### config.mk
export PLATFORM = sky130hd
export DESIGN_NAME = clk_out_div
export DESIGN_NICKNAME = d
export VERILOG_FILES = /design/src/rtl/clk_out_div_pkg.sv /design/src/rtl/clk_out_div_rst_sync.sv /design/src/rtl/clk_out_div_decode.sv /design/src/rtl/clk_out_div_ctrl.sv /design/src/rtl/clk_out_div_gate.sv /design/src/rtl/clk_out_div.sv
export SDC_FILE = /design/constraint.sdc
export NUM_CORES = 1
export LEC_CHECK = 0
export CAP_MARGIN = 0
export CORE_AREA = 2 2 47 66
export CTS_BUF_LIST = sky130_fd_sc_hd__clkbuf_8 sky130_fd_sc_hd__clkbuf_16
export DETAILED_ROUTE_END_ITERATION = 12
export DIE_AREA = 0 0 49 68
export DONT_BUFFER_PORTS = 1
export GPL_TIMING_DRIVEN = 1
export PLACE_DENSITY_LB_ADDON = 0.15
export SYNTH_ARGS = -nofsm -noshare
export SYNTH_HDL_FRONTEND = slang
export SYNTH_SLANG_ARGS = --single-unit
### constraint.sdc
create_clock -name clk_i -period 0.85 [get_ports clk_i]
set_input_delay 0.17 -clock clk_i [delete_from_list [all_inputs] [get_ports clk_i]]
set_output_delay 0.17 -clock clk_i [all_outputs]
set_load 0.02 [all_outputs]
### src/rtl/clk_out_div_pkg.sv
package clk_out_div_pkg;

  typedef enum logic [1:0] {
    RC_DIV2 = 2'b00,
    RC_DIV4 = 2'b01,
    RC_DIV8 = 2'b10,
    RC_DIV1 = 2'b11
  } ratio_code_e;

  // log2 of the base division selected by a ratio code
  function automatic logic [1:0] base_log2(input logic [1:0] code);
    logic [1:0] r;
    case (ratio_code_e'(code))
      RC_DIV2: r = 2'd1;
      RC_DIV4: r = 2'd2;
      RC_DIV8: r = 2'd3;
      default: r = 2'd0;
    endcase
    return r;
  endfunction

endpackage

### src/rtl/clk_out_div_rst_sync.sv
module clk_out_div_rst_sync #(
  parameter int STAGES = 2
) (
  input  logic clk_i,
  input  logic rst_ni,
  output logic rst_no
);
  logic [STAGES-1:0] sync_q;
  logic [STAGES-1:0] sync_d;

  generate
    if (STAGES == 1) begin : g_one
      always_comb sync_d = 1'b1;
    end else begin : g_many
      always_comb sync_d = {sync_q[STAGES-2:0], 1'b1};
    end
  endgenerate

  always_ff @(posedge clk_i or negedge rst_ni) begin
    if (!rst_ni) sync_q <= '0;
    else         sync_q <= sync_d;
  end

  assign rst_no = sync_q[STAGES-1];
endmodule

### src/rtl/clk_out_div_decode.sv
module clk_out_div_decode
  import clk_out_div_pkg::*;
#(
  parameter int PD_SHIFT = 4,
  parameter int KW       = 3
) (
  input  logic [1:0]    ratio_code_i,
  input  logic          pwr_dn_i,
  output logic [KW-1:0] k_o
);
  logic [KW-1:0] base_k;
  logic [KW-1:0] pd_k;

  always_comb begin
    base_k = KW'(base_log2(ratio_code_i));
    pd_k   = pwr_dn_i ? KW'(PD_SHIFT) : '0;
    k_o    = base_k + pd_k;
  end
endmodule

### src/rtl/clk_out_div_ctrl.sv
module clk_out_div_ctrl #(
  parameter int KW    = 3,
  parameter int CNT_W = 6
) (
  input  logic          clk_i,
  input  logic          rst_ni,
  input  logic          en_i,
  input  logic [KW-1:0] k_new_i,
  output logic          tog_o,
  output logic          pass_req_o
);
  logic             act_q, act_d;
  logic [KW-1:0]    k_q, k_d;
  logic [CNT_W-1:0] cnt_q, cnt_d;
  logic             tog_q, tog_d;
  logic [CNT_W-1:0] half_m1;
  logic             at_end;
  logic             bnd;

  always_comb begin
    if (k_q == '0) half_m1 = '0;
    else           half_m1 = CNT_W'((32'd1 << (32'(k_q) - 32'd1)) - 32'd1);
  end

  always_comb begin
    at_end = (cnt_q == half_m1);
    bnd    = !act_q || (k_q == '0) || (!tog_q && at_end);
    act_d  = act_q;
    k_d    = k_q;
    cnt_d  = cnt_q;
    tog_d  = tog_q;
    if (bnd) begin
      act_d = en_i;
      k_d   = k_new_i;
      cnt_d = '0;
      tog_d = en_i && (k_new_i != '0);
    end else if (at_end) begin
      cnt_d = '0;
      tog_d = ~tog_q;
    end else begin
      cnt_d = cnt_q + 1'b1;
    end
  end

  always_ff @(posedge clk_i or negedge rst_ni) begin
    if (!rst_ni) begin
      act_q <= 1'b0;
      k_q   <= '0;
      cnt_q <= '0;
      tog_q <= 1'b0;
    end else begin
      act_q <= act_d;
      k_q   <= k_d;
      cnt_q <= cnt_d;
      tog_q <= tog_d;
    end
  end

  assign tog_o      = tog_q;
  assign pass_req_o = act_q && (k_q == '0);

  // a high phase ends only after the full half-period count
  assert_high_full_R2: assert property (@(posedge clk_i) disable iff (!rst_ni)
    $fell(tog_q) |-> ($past(cnt_q) == $past(half_m1)));

  // in divided mode a new high phase starts only after a full low phase
  assert_low_full_R6: assert property (@(posedge clk_i) disable iff (!rst_ni)
    ($rose(tog_q) && $past(act_q) && ($past(k_q) != '0)) |->
      ($past(cnt_q) == $past(half_m1)));

  // the ratio moves only at the end of a low phase
  assert_adopt_boundary_R6: assert property (@(posedge clk_i) disable iff (!rst_ni)
    ((k_q != $past(k_q)) && $past(act_q) && ($past(k_q) != '0)) |->
      (!$past(tog_q) && ($past(cnt_q) == $past(half_m1))));

  // disabling never cuts a high phase
  assert_disable_clean_R5: assert property (@(posedge clk_i) disable iff (!rst_ni)
    $fell(act_q) |-> !$past(tog_q));
endmodule

### src/rtl/clk_out_div_gate.sv
module clk_out_div_gate (
  input  logic clk_i,
  input  logic rst_ni,
  input  logic pass_req_i,
  output logic gate_o
);
  logic gate_q;

  // updated on the falling edge so the pass gate only moves while clk_i is low
  always_ff @(negedge clk_i or negedge rst_ni) begin
    if (!rst_ni) gate_q <= 1'b0;
    else         gate_q <= pass_req_i;
  end

  assign gate_o = gate_q;
endmodule

### src/rtl/clk_out_div.sv
module clk_out_div #(
  parameter int PD_SHIFT    = 4,
  parameter int SYNC_STAGES = 2
) (
  input  logic       clk_i,
  input  logic       rst_ni,
  input  logic [1:0] ratio_code_i,
  input  logic       en_i,
  input  logic       pwr_dn_i,
  output logic       clk_o
);
  localparam int KMAX  = 3 + PD_SHIFT;
  localparam int KW    = $clog2(KMAX + 1);
  localparam int CNT_W = (KMAX > 1) ? KMAX - 1 : 1;

  logic          rst_sync_n;
  logic [KW-1:0] k_new;
  logic          tog;
  logic          pass_req;
  logic          gate;

  clk_out_div_rst_sync #(.STAGES(SYNC_STAGES)) u_rst (
    .clk_i  (clk_i),
    .rst_ni (rst_ni),
    .rst_no (rst_sync_n)
  );

  clk_out_div_decode #(.PD_SHIFT(PD_SHIFT), .KW(KW)) u_dec (
    .ratio_code_i (ratio_code_i),
    .pwr_dn_i     (pwr_dn_i),
    .k_o          (k_new)
  );

  clk_out_div_ctrl #(.KW(KW), .CNT_W(CNT_W)) u_ctrl (
    .clk_i      (clk_i),
    .rst_ni     (rst_sync_n),
    .en_i       (en_i),
    .k_new_i    (k_new),
    .tog_o      (tog),
    .pass_req_o (pass_req)
  );

  clk_out_div_gate u_gate (
    .clk_i      (clk_i),
    .rst_ni     (rst_sync_n),
    .pass_req_i (pass_req),
    .gate_o     (gate)
  );

  assign clk_o = tog | (clk_i & gate);

  // the pass-through gate and the toggle never drive the output together
  assert_gate_exclusive_R3: assert property (@(posedge clk_i) disable iff (!rst_sync_n)
    !(gate && tog));
endmodule

==> flow_metrics.env <==
export IMPL_syn_area_per_cell_um2=9.573
export IMPL_wirelength_mm=2.535
export IMPL_grt_pass1_wl_mm=4.174
export IMPL_track_usage=0.1712
export IMPL_antenna_found_initial=0
export IMPL_final_max_slew_viol_count=0
export IMPL_cts_clk_slew_worst_paths_ns=0.06
export IMPL_synth_nets=127
export IMPL_cts_tree="built"
export IMPL_dr_pass1_iters=4
export IMPL_crit_fanout=4
export IMPL_drtAntennaViolNets=0
export IMPL_synth_edff_count=0
export IMPL_cp_required_ns=1.09
export IMPL_whs_ns=0.05037
export IMPL_hold_class="input pin to asynchronous set/reset pin"
export IMPL_yosysSeqAreaShare=0.3357
export IMPL_detailedPlace_worstSlack_ns=-2.294
export IMPL_slowest_delay_ns=0.43
export IMPL_design_area_mm2=0.001652
export IMPL_fmax_mhz=321.0
export IMPL_setup_tns_final_ns=-25.64
export IMPL_route_detailed_wl_per_inst_um=13.20
export IMPL_dp_hpwl_mm=1.857
export IMPL_synth_most_common_cell="dfrtp_1"
export IMPL_die_area_mm2=0.003332
export IMPL_hold_viol=0
export IMPL_placementRows=23
export IMPL_drt_drc_violations_left=0
export IMPL_diodes=0
export IMPL_netlist_top_cells_area="dfrtp_1 (31%), ha_1 (14%), nor2_1 (4.3%), xnor2_1 (4.2%), xor2_1 (4.2%)"
export IMPL_grt_max_degree=12
export IMPL_ys_types=37
export IMPL_cap_viol_max_count=0
export IMPL_path_buf_inv=3
export IMPL_globalplace_congestion=0.8000
export IMPL_clock_latency_ns=0.38
export IMPL_synth_top_area_frac=0.3118
export IMPL_cp_end_kind="register"
export IMPL_crit_type="register to register"
export IMPL_postSynth_asyncResetShare=1.000
export IMPL_initial_core_util=0.3738
export IMPL_critPathSlowestCell="or4_4"
export IMPL_critPathArrivalTime_ns=3.35
export IMPL_status="complete, but fails checks"
export IMPL_vias=919
export IMPL_first_iter_violations=19
export IMPL_failed_checks="setup timing"
export IMPL_syn_inst=109
export IMPL_clock_skew_ns=0.03323
export IMPL_io_pins=7
export IMPL_core_mm2=0.002791
export IMPL_synth_top_area_cell="dfrtp_1"
export IMPL_ys_top_cells_by_count="dfrtp_1 (13), ha_1 (12), nor2_1 (12), inv_1 (11), nand2_1 (9)"
export IMPL_num_nets_final=174
export IMPL_viasPerCell=4.786
export IMPL_port_buffers=0
export IMPL_crit_chain="inv_4 -> ha_4 -> nand2_2 -> or3_4 -> ha_4 -> or4_4 -> a211o_1 -> o311ai_4 -> a22oi_4 -> o41ai_4 -> buf_4 -> buf_4 -> nand2b_1"
export IMPL_rsz0062_at_grt="yes"
export IMPL_ys_ff_latch=14
export IMPL_area_growth_pct=58.27
export IMPL_grt_pass1_vias=992
export IMPL_ys_flop_type="dfrtp_1"
export IMPL_layout_drive_gt1_share=0.4774
export IMPL_cp_start_kind="register"
export IMPL_die_w_um=49
export IMPL_fin_crit_ns=3.115
export IMPL_critPathTopFamily="simple AND/OR/NAND/NOR gates"
export IMPL_fin_ws_ns=-2.265
export IMPL_syn_area_mm2=0.001044
export IMPL_grt_overflow_total=0
export IMPL_placed_area_mm2=0.001403
export IMPL_fin_crit_sh=3.665
export IMPL_finalSetupViolations=15
export IMPL_die_h_um=68
export IMPL_yosysWarnings=0
## routing by layer
metal | vias to the layer above | track usage | part of all wire
met1 | 430 | 0.1637 | 0.36
met2 | 18 | 0.3373 | 0.58
li1 | 464 | - | -
met4 | 0 | 0.09286 | 0.027
met3 | 7 | 0.04148 | 0.028
met5 | - | 0 | 0
## path summary, 6_finish.rpt
| kind | from | to | slack [ns] | depth (start not counted) |
|---|---|---|---|---|
| setup / recovery | u_ctrl.k_q[1] | u_ctrl.act_q | -2.27 | 13 |
| hold / removal | rst_ni | u_rst.sync_q[0] | 0.05 | 1 |
| setup reg to reg | u_ctrl.k_q[1] | u_ctrl.act_q | -2.27 | 13 |
| hold reg to reg | u_rst.sync_q[1] | u_ctrl.act_q | 0.22 | 1 |
| max in group asynchronous | u_rst.sync_q[1] | u_gate.gate_o | 0.39 | 0 |
| min in group clk_i | en_i | u_ctrl.tog_o | 0.09 | 2 |
## what timing repair did
item	CTS	global route
setup buffers	3	2
gates resized for setup	6	18
endpoints found under the setup margin	15	15
hold endpoints to repair	4	0
pin swaps	1	6
hold buffers	3	0
## flip-flops by register name, summed over array words and instances, names as in the netlist
| signal | cells |
|---|---|
| u_ctrl.act_q | 1 |
| u_ctrl.k_q | 3 |
| u_rst.sync_q | 2 |
| u_gate.gate_o | 1 |
| u_ctrl.cnt_q | 6 |
| u_ctrl.tog_o | 1 |
## metrics by stage
| stage | cells | util |
|---|---|---|
| global placement | 178 | 0.5025 |
| detailed placement | 178 | 0.5025 |
| global route | 192 | 0.5917 |
| finish | 192 | 0.5917 |
| CTS | 191 | 0.5621 |
| floorplan | 109 | - |
## placed cells by master (no fill, tap or decap), drive strengths merged, types with 2 or more instances in the layout
| master | netlist | layout |
|---|---|---|
| buf | 1 | 37 |
| xnor2 | 5 | 5 |
| xor2 | 5 | 5 |
| nor3 | 3 | 3 |
| nand3 | 3 | 3 |
| o21ai | 2 | 2 |
| dlygate4sd3 | 0 | 3 |
| dfrtp | 13 | 13 |
| o31ai | 2 | 2 |
| nor2 | 12 | 12 |
| nand2b | 3 | 3 |
| nor2b | 2 | 2 |
| inv | 11 | 11 |
| and2 | 2 | 2 |
| mux2i | 2 | 2 |
| nand2 | 9 | 9 |
| ha | 12 | 12 |
| nor4 | 2 | 2 |
| clkbuf | 0 | 7 |
## kinds of logic (layout without fill, tap and decap cells)
group                      count (synthesis)  count (layout)  share of synthesized area
other                                      1               1                   0.003594
DFF                                       14              14                     0.3357
muxes                                      3               3                    0.03357
xor gates and xnor gates                  10              10                    0.08393
AOI/OAI and AO/OA                         15              15                     0.1475
adders and majority gates                 12              12                     0.1439
buffers and inverters                     12              58                    0.04436
and+or+nand+nor                           42              42                     0.2074
## worst reg2reg max path: stages (launching register included)
cell	delay, ns
dfrtp_1	0.38
inv_4	0.08
ha_4	0.28
nand2_2	0.05
or3_4	0.39
ha_4	0.17
or4_4	0.43
a211o_1	0.31
o311ai_4	0.10
a22oi_4	0.10
o41ai_4	0.36
buf_4	0.19
buf_4	0.11
nand2b_1	0.05
## area by class of cell
class | count | area [um2]
well taps | 37 | 46.29
multi-input cells | 83 | 790.8
repair buffers | 40 | 322.8
flip-flops and latches | 14 | 351.6
fillers | 246 | 1140
clock buffers | 7 | 96.34
inverters | 11 | 43.79
Power is left out: the tool's default activity adds up to more than one toggle a clock period on the data nets, which glitch-free logic cannot reach.
